<file path="src/rtl/xing_ctrl_pkg.sv">
package xing_ctrl_pkg;

  // State codes; the next-state equations depend on these exact values.
  typedef enum logic [1:0] {
    ST_GO    = 2'b00,
    ST_SLOW  = 2'b01,
    ST_CROSS = 2'b10,
    ST_CLEAR = 2'b11
  } xingState_t;

  localparam logic [1:0] LAMP_GREEN  = 2'b00;
  localparam logic [1:0] LAMP_YELLOW = 2'b01;
  localparam logic [1:0] LAMP_RED    = 2'b10;

  // Strobes passed from the control module to the datapath.
  typedef struct packed {
    xingState_t cur;
    xingState_t nxt;
    logic       restart;
  } xingCtl_t;

endpackage

</file>
<file path="src/rtl/xing_sync.sv">
module xing_sync #(
  parameter int STAGES = 2
) (
  input  logic clk,
  input  logic rst,
  input  logic asyncIn,
  output logic syncOut
);

  logic [STAGES-1:0] chain;

  genvar g;
  generate
    for (g = 0; g < STAGES; g++) begin : gStage
      if (g == 0) begin : gFirst
        always_ff @(posedge clk) begin
          if (rst) chain[0] <= 1'b0;
          else     chain[0] <= asyncIn;
        end
      end else begin : gNext
        always_ff @(posedge clk) begin
          if (rst) chain[g] <= 1'b0;
          else     chain[g] <= chain[g-1];
        end
      end
    end
  endgenerate

  assign syncOut = chain[STAGES-1];

endmodule

</file>
<file path="src/rtl/xing_ctrl_fsm.sv">
module xing_ctrl_fsm
  import xing_ctrl_pkg::*;
(
  input  logic     clk,
  input  logic     rst,
  input  logic     walkReq,
  input  logic     dwellDone,
  output xingCtl_t ctl
);

  xingState_t stateQ;
  xingState_t stateD;
  logic       q1, q2, d1, d2;

  assign q1 = stateQ[1];
  assign q2 = stateQ[0];

  // Next-state equations on the 2-bit state code.
  always_comb begin
    d1 = q1 ^ q2;
    d2 = ~q2 & (q1 | walkReq);
    if (dwellDone) stateD = xingState_t'({d1, d2});
    else           stateD = stateQ;
  end

  always_ff @(posedge clk) begin
    if (rst) stateQ <= ST_GO;
    else     stateQ <= stateD;
  end

  always_comb begin
    ctl.cur     = stateQ;
    ctl.nxt     = stateD;
    ctl.restart = (stateD != stateQ);
  end

endmodule

</file>
<file path="src/rtl/xing_ctrl_dp.sv">
module xing_ctrl_dp
  import xing_ctrl_pkg::*;
#(
  parameter int DWELL_S0 = 4,
  parameter int DWELL_S1 = 2,
  parameter int DWELL_S2 = 6,
  parameter int DWELL_S3 = 2
) (
  input  logic       clk,
  input  logic       rst,
  input  xingCtl_t   ctl,
  output logic       dwellDone,
  output logic [1:0] lamp,
  output logic       walkOn
);

  localparam int MAX01  = (DWELL_S0 > DWELL_S1) ? DWELL_S0 : DWELL_S1;
  localparam int MAX23  = (DWELL_S2 > DWELL_S3) ? DWELL_S2 : DWELL_S3;
  localparam int MAXD   = (MAX01 > MAX23) ? MAX01 : MAX23;
  localparam int CNT_W  = $clog2(MAXD + 1);

  logic [CNT_W-1:0] cntQ;
  logic [CNT_W-1:0] lastTick;
  logic [1:0]       lampQ;
  logic             walkQ;

  always_comb begin
    case (ctl.cur)
      ST_GO:    lastTick = CNT_W'(DWELL_S0 - 1);
      ST_SLOW:  lastTick = CNT_W'(DWELL_S1 - 1);
      ST_CROSS: lastTick = CNT_W'(DWELL_S2 - 1);
      default:  lastTick = CNT_W'(DWELL_S3 - 1);
    endcase
  end

  assign dwellDone = (cntQ == lastTick);

  // Dwell counter: cleared on each state change, held once the dwell is reached.
  always_ff @(posedge clk) begin
    if (rst || ctl.restart) cntQ <= '0;
    else if (!dwellDone)    cntQ <= cntQ + 1'b1;
  end

  // Outputs are registered from the next state, so they line up with the state.
  always_ff @(posedge clk) begin
    if (rst) begin
      lampQ <= LAMP_GREEN;
      walkQ <= 1'b0;
    end else begin
      case (ctl.nxt)
        ST_GO:    begin lampQ <= LAMP_GREEN;  walkQ <= 1'b0; end
        ST_SLOW:  begin lampQ <= LAMP_YELLOW; walkQ <= 1'b0; end
        ST_CROSS: begin lampQ <= LAMP_RED;    walkQ <= 1'b1; end
        default:  begin lampQ <= LAMP_RED;    walkQ <= 1'b0; end
      endcase
    end
  end

  assign lamp   = lampQ;
  assign walkOn = walkQ;

endmodule

</file>
<file path="src/rtl/xing_ctrl_top.sv">
module xing_ctrl_top
  import xing_ctrl_pkg::*;
#(
  parameter int DWELL_S0    = 4,
  parameter int DWELL_S1    = 2,
  parameter int DWELL_S2    = 6,
  parameter int DWELL_S3    = 2,
  parameter int SYNC_STAGES = 2
) (
  input  logic       clk,
  input  logic       rst,
  input  logic       walkReqAsync,
  output logic [1:0] lamp,
  output logic       walkOn
);

  logic     walkReq;
  logic     dwellDone;
  xingCtl_t ctl;

  xing_sync #(.STAGES(SYNC_STAGES)) u_sync (
    .clk    (clk),
    .rst    (rst),
    .asyncIn(walkReqAsync),
    .syncOut(walkReq)
  );

  xing_ctrl_fsm u_fsm (
    .clk      (clk),
    .rst      (rst),
    .walkReq  (walkReq),
    .dwellDone(dwellDone),
    .ctl      (ctl)
  );

  xing_ctrl_dp #(
    .DWELL_S0(DWELL_S0),
    .DWELL_S1(DWELL_S1),
    .DWELL_S2(DWELL_S2),
    .DWELL_S3(DWELL_S3)
  ) u_dp (
    .clk      (clk),
    .rst      (rst),
    .ctl      (ctl),
    .dwellDone(dwellDone),
    .lamp     (lamp),
    .walkOn   (walkOn)
  );

endmodule

</file>
<file path="config.mk">
export PLATFORM = sky130hd
export DESIGN_NAME = xing_ctrl_top
export DESIGN_NICKNAME = d
export VERILOG_FILES = /design/src/rtl/xing_ctrl_pkg.sv /design/src/rtl/xing_sync.sv /design/src/rtl/xing_ctrl_fsm.sv /design/src/rtl/xing_ctrl_dp.sv /design/src/rtl/xing_ctrl_top.sv
export SDC_FILE = /design/constraint.sdc
export NUM_CORES = 1
export LEC_CHECK = 0
export ABC_AREA = 0
export BUFFER_PORTS_ARGS = -buffer_cell sky130_fd_sc_hd__buf_2
export CORE_AREA = 2 2 39 41
export DETAILED_ROUTE_END_ITERATION = 10
export DIE_AREA = 0 0 41 43
export PLACE_DENSITY = 0.49
export SYNTH_ARGS = -nofsm -noshare
export SYNTH_HDL_FRONTEND = slang
export SYNTH_SLANG_ARGS = --single-unit
</file>
<file path="constraint.sdc">
create_clock -name clk -period 2.6 [get_ports clk]
set_clock_uncertainty 0.15 [all_clocks]
set_input_delay 0.65 -clock clk [delete_from_list [all_inputs] [get_ports clk]]
set_output_delay 0.65 -clock clk [all_outputs]
set_load 0.01 [all_outputs]
</file>
==> metrics.md, run 1 <==
| Metric | Value |
|---|---|
| FMAX | 510 MHz |
| Starting density of the core | roughly 33% |
| Post-Synth XOR/XNOR Area | 7.18% |
| Clock group share of total power | 41.3% |
| Ys Warns | 0 |
| Buffers on Ports | 5 |
| Inserted Diodes | 0 |
| Nets | 63 |
| Reg2reg end | u_dp.lamp[0] |
| Top cell type by total area after synthesis | dfxtp_1 |
| GRT Residual Overflow | 0 |
| Worst skew pair latency | ~0.27 ns |
| Initial drt markers | 11 |
| CP max FO | 7 |
| Mux contribution to synthesized area | 2.21% |
| Row cnt | 14 |
| Post-route minimum period | 1.96 ns |
| Layout cells sized above 1 | between 20% and 30% |
| Min setup slack post-route | around 0.64 ns |
| Routed wire per std cell | around 10 um |
| Ys async rst share | 0% |
| DIE WIDTH | between 40 and 50 um |
| Type of destination of the critical path | flop |
| Setup TNS | 0 ns |
| RSZ-0062 raised after global routing | false |
| Post-CTS Setup Repair Bufs | 0 |
| CP Cell Sequence | inv_1 > ha_1 > xnor2_2 > nand3_2 > or4_1 > a21oi_1 |
| Area share of the largest cell type after synthesis | between 40% and 50% |
| Syn Area/Cell | ~9.4 sq um |
| Max_slew headroom | between 70% and 80% |
| Largest family of logic cells by synthesized area | simple AND/OR/NAND/NOR gates |
| Max-cap violations | 0 |
| Synth Area in Simple Gates | 22.9% |
| Pin count of the biggest net entering global routing | 12 |
| Endpoints failing setup | 0 |
| Hold-fix buffers, CTS | 0 |
| Post-synthesis cell area | 453 sq um |
| Hold Path Class | flop to flop |
| Core area | approximately 1400 sq um |
| CP Data Arrival Time | around 2.0 ns |
| Reg2reg start | u_fsm.stateQ[0] |
| Final HPWL from detailed placement | between 500 and 600 um |
| Routability cong. | between 0.8 and 0.9 |
| Main synth FF type | dfxtp_1 |
| Internal Power | about 0.26 mW |
| Register area share after synthesis | between 40 and 50% |
| Pre-Repair DR Iteration Count | 4 |
| Initial antenna violation count | 0 |
| Worst Tran Pin Value | 0.314 ns |
| Clock transition at path regs | around 0.07 ns |
| Vias per cell | ~5 |
| Syn_nets | 54 |
| Final period util | 75.5% |
| Vias | roughly 360 |
| Startpoint Class | flop |
| Pre-CTS WS | between 0.6 and 0.7 ns |
| Area Growth Syn to Fin | 17.1% |
| Reg power frac | 48.5% |
| Largest cells by area after synthesis | dfxtp_1 44%, ha_1 8.3%, xnor2_2 7.2% |
| Htree depth | 1 |
| Vias in the first global route | just over 300 |
| Synthesized-area fraction occupied by adder cells | slightly above 8% |
| CTS tree | built |
| Post-synth EDFFs | 0 |
| Critical Path Max Stage Delay | ~0.48 ns |
| DRT antenna net count | 0 |
| Hold Crit Depth | 1 |
| Logic pwr share | between 10% and 20% |
| All-Layer GR Usage | under 10% |
| Clock Path Buffers | 2 |
| FF-to-FF path depth | 6 |
| Worst vdd ir | between 0.0003 and 0.0004 V |
| Min-Delay Endpoint | u_sync.syncOut |
| Cts repair resizes | 0 |
| Die area | about 1800 sq um |
| Final hold violations | 0 |
| Sw frac | about 24% |
| Residual DRC count | 0 |
| Top Family by Delay on Critical Path | simple AND/OR/NAND/NOR gates |
| Clock sinks | 10 |
| Clk root buf | clkbuf_4 |
| Worst hold start | u_sync.chain[0] |
| R2r setup slk | around 0.64 ns |
| Switching power | around 0.085 mW |
| Worst endpoint required time | roughly 2.7 ns |
| Critical Path Slowest Stage Cell | or4_1 |
| Status | finished clean |
| Number of synthesized register bits | 10 |
| Num CTS Buffers | 3 |
| Top Ports | 6 |
| Synth cell types | 20 |
| Routed WL | about 700 um |
| Leakage | 0.203 nW |
| Max Slew Vio Count | 0 |
| PwrDens | 654 nW/um^2 |
| Mapped Cells | 48 |
| CP bufs+invs | 1 |
| Post-synthesis compound-gate area fraction | 11.9% |
| Worst setup path class | flop to flop |
| Die Y | around 43 um |
| First-pass GRT wire length | approximately 1.2 mm |
## through the flow
stage / utilization (%) / power (mW) / hold slack [ns] / area (sq um) / std cells
after detailed placement: 35.7 / 0.207 / 0.282 / 494 / 68
after floorplan: - / 0.200 / 0.264 / 453 / 48
after CTS: 38.3 / 0.348 / 0.311 / 531 / 72
final: 38.3 / 0.347 / 0.302 / 531 / 72
after global placement: 35.7 / 0.207 / 0.281 / 494 / 68
after global routing: 38.3 / 0.363 / 0.312 / 531 / 72
## cells by family (layout without fill, tap and decap cells)
family          count (synthesis)  in the layout
xor+xnor                        2              2
compound gates                  9              9
mux                             1              1
buf+inv                         4             12
simple gates                   19             19
fa+ha+maj                       3              3
flops                          10             10
## cell type report
type	instances	area [sq um]
Clock buffer	4	36.3
Fill cell	136	853
Inverter	3	11.3
Multi-Input combinational cell	34	238
Sequential cell	10	200
Tap cell	16	20.0
Timing Repair Buffer	5	25.0
## worst max path at each step
stage               startpoint            to  slack [ns]  depth (start not counted)
2_1_floorplan  u_fsm.stateQ[0]  u_dp.lamp[0]        0.81                          6
4_1_cts        u_fsm.stateQ[0]  u_dp.lamp[0]        0.65                          6
3_3_place_gp   u_fsm.stateQ[0]  u_dp.lamp[0]        0.63                          6
5_1_grt        u_fsm.stateQ[0]  u_dp.lamp[0]        0.48                          6
3_5_place_dp   u_fsm.stateQ[0]  u_dp.lamp[0]        0.66                          6
6_report       u_fsm.stateQ[0]  u_dp.lamp[0]        0.64                          6
## placed cells by master, fill, tap and decap left out
master,count
and3_1,1
nand3_2,1
nor2b_1,2
nand2_1,3
or3_1,1
nand3b_1,1
a21oi_1,6
inv_1,3
clkbuf_4,3
ha_1,3
a31oi_1,1
nor2_1,5
xnor2_2,2
clkbuf_8,1
nand3_1,1
dfxtp_1,10
nor4_1,3
buf_2,5
o32ai_1,1
a311oi_1,1
or4_1,1
mux2i_1,1
## registers in the layout (all words and copies together) (netlist names)
name / flops
u_dp.lamp: 2
u_sync.syncOut: 1
u_dp.cntQ: 3
u_sync.chain: 1
u_fsm.stateQ: 2
u_dp.walkOn: 1
## power groups by stage
stage | Sequential (mW) | Combinational (mW) | Clock, mW
6_report | 0.168 | 0.0353 | 0.143
5_1_grt | 0.169 | 0.0405 | 0.153
4_1_cts | 0.168 | 0.0355 | 0.145
3_5_place_dp | 0.172 | 0.0352 | 0
3_3_place_gp | 0.172 | 0.0354 | 0
2_1_floorplan | 0.171 | 0.0293 | 0
## Yosys cell counts (all sizes together), types with 2 or more instances
master and number:
a21oi 6, dfxtp 10, ha 3, inv 3
nand2 3, nand3 2, nor2 5, nor2b 2
nor4 3, xnor2 2
## worst register-to-register path: stages (launching register included)
cell	delay, ns
dfxtp_1	0.43
inv_1	0.09
ha_1	0.26
xnor2_2	0.23
nand3_2	0.13
or4_1	0.48
a21oi_1	0.13
## layer usage
metal | track usage, % | vias to the layer above | routed length [um]
met5 | 0 | - | 0
met4 | 6.00 | 0 | 20
met3 | 3.14 | 2 | 36
met2 | 12.5 | 8 | 288
met1 | 14.3 | 155 | 365
li1 | - | 192 | -
Power figures use the tool's default switching activity.
==> inputs of run 2 (changes only) <==
clock period = 1.9 ns   (was 2.6 ns; I/O delays follow)
==> run 2 against run 1 <==
Compared with the run above: core utilization grew 4.7 points; first-iteration DRC count is 27% higher; register-to-register slack lost 0.55 ns; design area up 12%; critical endpoint unchanged; total power up 40%; maximum frequency rose by 8.1%; final cell count is 9.7% higher; sequential cell count is the same; routed wire length increased by 22%; largest cell class unchanged.
==> metrics.md, run 2 (synthesis gave the netlist of run 1 again) <==
| Metric | Value |
|---|---|
| Post-route minimum period | 1.82 ns (-0.146 ns) |
| Pin count of the biggest net entering global routing | 12 (unchanged) |
| Core area | 1380 sq um (unchanged) |
| Vias | 397 (+11%) |
| Commonest non-fill, non-tap cell in the layout | dfxtp_1 |
| Top Family by Delay on Critical Path | simple AND/OR/NAND/NOR gates |
| Initial drt markers | 14 (+3) |
| FMAX | 551 MHz (+8.1%) |
| Largest register by flop count | u_dp.cntQ |
| Clk root buf | clkbuf_4 |
| Residual DRC count | 0 (unchanged) |
| Max Slew Vio Count | 0 (unchanged) |
| Most frequent cells in the layout | 9 x dfxtp_1, 7 x buf_4, 6 x a21oi_1, 5 x nor2_1, 5 x buf_2 |
| CP bufs+invs | 1 (unchanged) |
| Internal Power | 0.369 mW (+41%) |
| PwrDens | 816 nW/um^2 (+25%) |
| Routability cong. | 0.765 (-6.5%) |
| Clock group share of total power | 39.8% (-1.5 points) |
| Area Growth Syn to Fin | 31.5% |
| Routed WL | 867 um (+22%) |
| Buffers on Ports | 5 (unchanged) |
| Vias per cell | 5.03 (+1.4%) |
| GRT Residual Overflow | 0 (unchanged) |
| Nets | 70 (+11%) |
| Max-cap violations | 0 (unchanged) |
| Setup TNS | 0 ns (unchanged) |
| Critical Path Source | u_fsm.stateQ[1] |
| All-Layer GR Usage | 12.6% (+2.6 points) |
| Row cnt | 14 (unchanged) |
| CTS tree | built |
| Final period util | 95.6% (+20 points) |
| Layout cells sized above 1 | 34.9% (+13 points) |
| Worst Tran Pin Value | 0.271 ns (-0.0425 ns) |
| Total Power | 0.486 mW (+40%) |
| Pre-Repair DR Iteration Count | 4 (unchanged) |
| Die area | 1760 sq um (unchanged) |
| CP max FO | 5 (-2) |
| Endpoints failing setup | 0 (unchanged) |
| Startpoint Class | flop |
| Clock transition at path regs | 0.07 ns (about the same) |
| Max_slew headroom | 81.9% (+3.0 points) |
| Worst Hold Slack | 0.277 ns (-0.0254 ns) |
| Status | finished clean |
| Starting density of the core | 32.7% (unchanged) |
| Hold Path Class | input pin to flop |
| Final HPWL from detailed placement | 561 um (+9.4%) |
| Num CTS Buffers | 3 (unchanged) |
| Worst hold start | walkReqAsync |
| Critical Path Max Stage Delay | 0.49 ns (about the same) |
| Reg power frac | 47.1% (-1.4 points) |
| Die Y | 43 um (unchanged) |
| Initial antenna violation count | 0 (unchanged) |
| Worst endpoint required time | 1.95 ns (-0.70 ns) |
| DIE WIDTH | 41 um (unchanged) |
| Worst skew pair latency | 0.26 ns (about the same) |
| Logic pwr share | 13.1% (+2.9 points) |
| Switching power | 0.118 mW (+39%) |
| Clock sinks | 10 (unchanged) |
| Vias in the first global route | 329 (+7.9%) |
| Inserted Diodes | 0 (unchanged) |
| First-pass GRT wire length | 1.46 mm (+24%) |
| Reg2reg start | u_fsm.stateQ[1] |
| Final hold violations | 0 (unchanged) |
| Worst setup path class | flop to flop |
| Type of destination of the critical path | flop |
| CP Cell Sequence | inv_1 > ha_2 > xnor2_2 > nand3_2 > or4_1 > a21oi_1 |
| CP Data Arrival Time | 1.86 ns (-0.15 ns) |
| Layout fillers | 134 (-1.5%) |
| Critical Path Slowest Stage Cell | or4_1 |
| Top Ports | 6 (unchanged) |
| Leakage | 0.235 nW (+16%) |
| Htree depth | 1 (unchanged) |
| Routed wire per std cell | 11.0 um (+11%) |
| DRT antenna net count | 0 (unchanged) |
| Sw frac | 24.2% (-0.23 points) |
| Clock Path Buffers | 2 (unchanged) |
| Max FFs per register | 3 (unchanged) |
| Worst vdd ir | 0.000309 V (+1.1%) |
run 2: cell types whose count changed in the layout (fill, tap and decap cells not counted), sizes merged:
cell and change:
buf +7
run 2: metal layers:
layer,global-route usage (%),part of all wire (%)
met1,17.5,44
met2,15.6,49
met3,3.14,5.8
met4,10.0,1.2
met5,0,0
run 2: path summary, 6_finish.rpt:
kind,to,slack [ns],cells past startpoint
setup / recovery,u_dp.lamp[0],0.08,6
hold / removal,u_sync.chain[0],0.28,2
setup reg to reg,u_dp.lamp[0],0.08,6
hold reg to reg,u_sync.syncOut,0.30,1
run 2: timing repair:
item | CTS | global route
gates resized for setup | 0 | 4
setup endpoints to repair | 0 | 3
setup buffers | 0 | 3
hold buffers | 0 | 0
run 2: power by group through the flow:
stage,Sequential (mW),Combinational (mW),Clock (mW)
after floorplan,0.233,0.0401,0
after global placement,0.235,0.0557,0
after detailed placement,0.235,0.0555,0
after CTS,0.230,0.0560,0.202
after global routing,0.231,0.0720,0.216
final,0.229,0.0638,0.193
run 2: through the flow:
| step | utilization [%] | setup slack (ns) | area [sq um] | instances |
|---|---|---|---|---|
| global placement | 37.9 | 0.100 | 524 | 72 |
| global route | 43.0 | -0.0277 | 596 | 79 |
| CTS | 40.5 | 0.0497 | 561 | 76 |
| detailed placement | 37.9 | 0.0710 | 524 | 72 |
| finish | 43.0 | 0.0841 | 596 | 79 |
| floorplan | - | 0.113 | 453 | 48 |
run 2: area by class of cell:
type	instances	area, sq um	area share [%]
inverter	3	11.3	1.89
timing repair buffer	12	77.6	13.0
tap	16	20.0	3.36
clock buffer	4	36.3	6.09
sequential	10	204	34.2
multi-input combinational	34	246	41.4
==> inputs of run 3 (changes only) <==
CORE_AREA = 4 4 41 43   (was 2 2 39 41)
DIE_AREA = 0 0 45 47   (was 0 0 41 43)
HOLD_SLACK_MARGIN = 0.06   (was default)
PLACE_DENSITY = 0.52   (was 0.49)
==> run 3 against run 2 <==
Compared with the run above: count of clock-buffer cells in the layout did not move; sequential cell count is the same; largest cell class unchanged; register-to-register slack gained 0.02 ns; global-route usage is 3.1 points lower; non-clock buffer count decreased by 4; critical endpoint unchanged; final cell count fell by 6.3%; largest power group unchanged; clock power hardly changed; combinational power fell by 8.8%; hold slack got worse by 0.013 ns; via count fell by 4.8%.
==> metrics.md, run 3 (synthesis gave the netlist of run 1 again) <==
| Metric | Value |
|---|---|
| Status | finished clean |
| Worst Hold Slack | 0.264 ns (-0.0128 ns) |
| Min setup slack post-route | 0.106 ns (+0.0222 ns) |
| Vias in the first global route | 317 (-3.6%) |
| Layout cells sized above 1 | 37.3% (+2.4 points) |
| GRT Residual Overflow | 0 (unchanged) |
| Met2 Use GR | 12.4% (-3.2 points) |
| Starting density of the core | 34.8% (+2.1 points) |
| Routability cong. | 0.861 (+13%) |
| Max Slew Vio Count | 0 (unchanged) |
| Dpl cells | 70 (-2.8%) |
| Max-cap violations | 0 (unchanged) |
| Worst Tran Pin Value | 0.258 ns (-0.0137 ns) |
| Worst setup path class | flop to flop |
| Routed wire per std cell | 12.1 um (+9.8%) |
| Final hold violations | 0 (unchanged) |
| Max_slew headroom | 82.7% (+0.79 points) |
| Row cnt | 13 (-1) |
| Vias per cell | 5.11 (+1.6%) |
| Initial drt markers | 5 (-9) |
| Initial antenna violation count | 0 (unchanged) |
| Top Family by Delay on Critical Path | simple AND/OR/NAND/NOR gates |
| Most frequent cells in the layout | 9 x dfxtp_1, 5 x a21oi_1, 5 x nor2_1, 5 x buf_2 |
| Clock sinks | 10 (unchanged) |
| Vias | 378 (-4.8%) |
| Core area | 1300 sq um (-6.0%) |
| Pin count of the biggest net entering global routing | 12 (unchanged) |
| Area Growth Syn to Fin | 26.5% |
| Total Power | 0.481 mW (-1.0%) |
| Met1 usage | 12.3% (-5.2 points) |
| DRT antenna net count | 0 (unchanged) |
| Buffers on Ports | 5 (unchanged) |
| Setup TNS | 0 ns (unchanged) |
| Die Y | 47 um (+9.3%) |
| Top Ports | 6 (unchanged) |
| Clk root buf | clkbuf_4 |
| Clock Path Buffers | 2 (unchanged) |
| Die area | 2120 sq um (+20%) |
| PwrDens | 840 nW/um^2 (+2.8%) |
| Endpoints failing setup | 0 (unchanged) |
| Type of destination of the critical path | flop |
| Htree depth | 1 (unchanged) |
| Largest register by flop count | u_dp.cntQ |
| DIE WIDTH | 45 um (+9.8%) |
| Final period util | 94.4% (-1.2 points) |
| Critical Path Slowest Stage Cell | or4_4 |
| Post-Layout Cell Count | 74 (-6.3%) |
| CP Cell Sequence | inv_1 > ha_2 > xnor2_2 > nand3_2 > or4_4 > a21oi_2 |
| Residual DRC count | 0 (unchanged) |
| Critical Path Max Stage Delay | 0.49 ns (about the same) |
| Clock transition at path regs | 0.07 ns (about the same) |
| Hold Path Class | input pin to flop |
| Commonest non-fill, non-tap cell in the layout | dfxtp_1 |
| Max FFs per register | 3 (unchanged) |
| Pre-Repair DR Iteration Count | 5 (+1) |
| FMAX | 558 MHz (+1.2%) |
| Worst endpoint required time | 1.96 ns (about the same) |
| Num CTS Buffers | 3 (unchanged) |
| Gr busiest metal | met2 |
| Leakage | 0.218 nW (-7.3%) |
| Worst vdd ir | 0.000500 V (+62%) |
| CP max FO | 4 (-1) |
| Post-CTS Setup Repair Bufs | 0 (unchanged) |
| First-pass GRT wire length | 1.40 mm (-3.8%) |
| Nets | 66 (-5.7%) |
| CP bufs+invs | 1 (unchanged) |
| Routed WL | 892 um (+2.9%) |
| Worst skew pair latency | 0.27 ns (about the same) |
| Post-route minimum period | 1.79 ns (-0.0222 ns) |
| Inserted Diodes | 0 (unchanged) |
| Grt met3 use | 6.13% (+3.0 points) |
| Final HPWL from detailed placement | 580 um (+3.5%) |
| CTS tree | built |
| CP Data Arrival Time | 1.85 ns (about the same) |
| All-Layer GR Usage | 9.46% (-3.1 points) |
| Startpoint Class | flop |
| Pre-CTS WS | 0.0556 ns (-0.0154 ns) |
-- run 3: cell type report --
cell class / instances / area [sq um]
Multi-Input combinational cell: 34 / 258
Tap cell: 15 / 18.8
Timing Repair Buffer: 8 / 47.5
Sequential cell: 10 / 201
Inverter: 3 / 11.3
Clock buffer: 4 / 36.3
Fill cell: 136 / 728
-- run 3: worst register-to-register path, delay by kind of cell (launching register included) --
kind	cells	cell delay, ns
compound gates	1	0.12
xor+xnor	1	0.24
fa+ha+maj	1	0.21
buf+inv	1	0.07
flops	1	0.33
simple gates	2	0.61
-- run 3: metal layers --
metal  routed length [um]  part of all wire [%]
met5                    0                     0
met4                    8                  0.90
met3                   77                   8.6
met2                  400                    45
met1                  406                    46
-- run 3: report_power, final --
group / total (mW) / internal [mW] / switching [mW] / leakage, nW
combinational: 0.0582 / 0.0304 / 0.0278 / 0.115
clock: 0.193 / 0.116 / 0.0765 / 0.0210
sequential: 0.230 / 0.219 / 0.0111 / 0.0821
total: 0.481 / 0.366 / 0.115 / 0.218
-- run 3: through the flow --
stage	utilization [%]	area, sq um
finish	44.0	573
global route	44.0	573
CTS	42.4	552
detailed placement	39.6	515
global placement	39.6	515
floorplan	-	453
-- run 3: repair_timing --
item,4_1_cts,5_1_grt
hold buffers,0,0
resized for setup,0,7
setup endpoints to repair,0,4
-- run 3: final timing paths --
path	from	end	slack, ns	cells after the start
setup / recovery	u_fsm.stateQ[0]	u_dp.lamp[0]	0.11	6
hold / removal	walkReqAsync	u_sync.chain[0]	0.26	2
setup reg to reg	u_fsm.stateQ[0]	u_dp.lamp[0]	0.11	6
hold reg to reg	u_sync.chain[0]	u_sync.syncOut	0.30	1
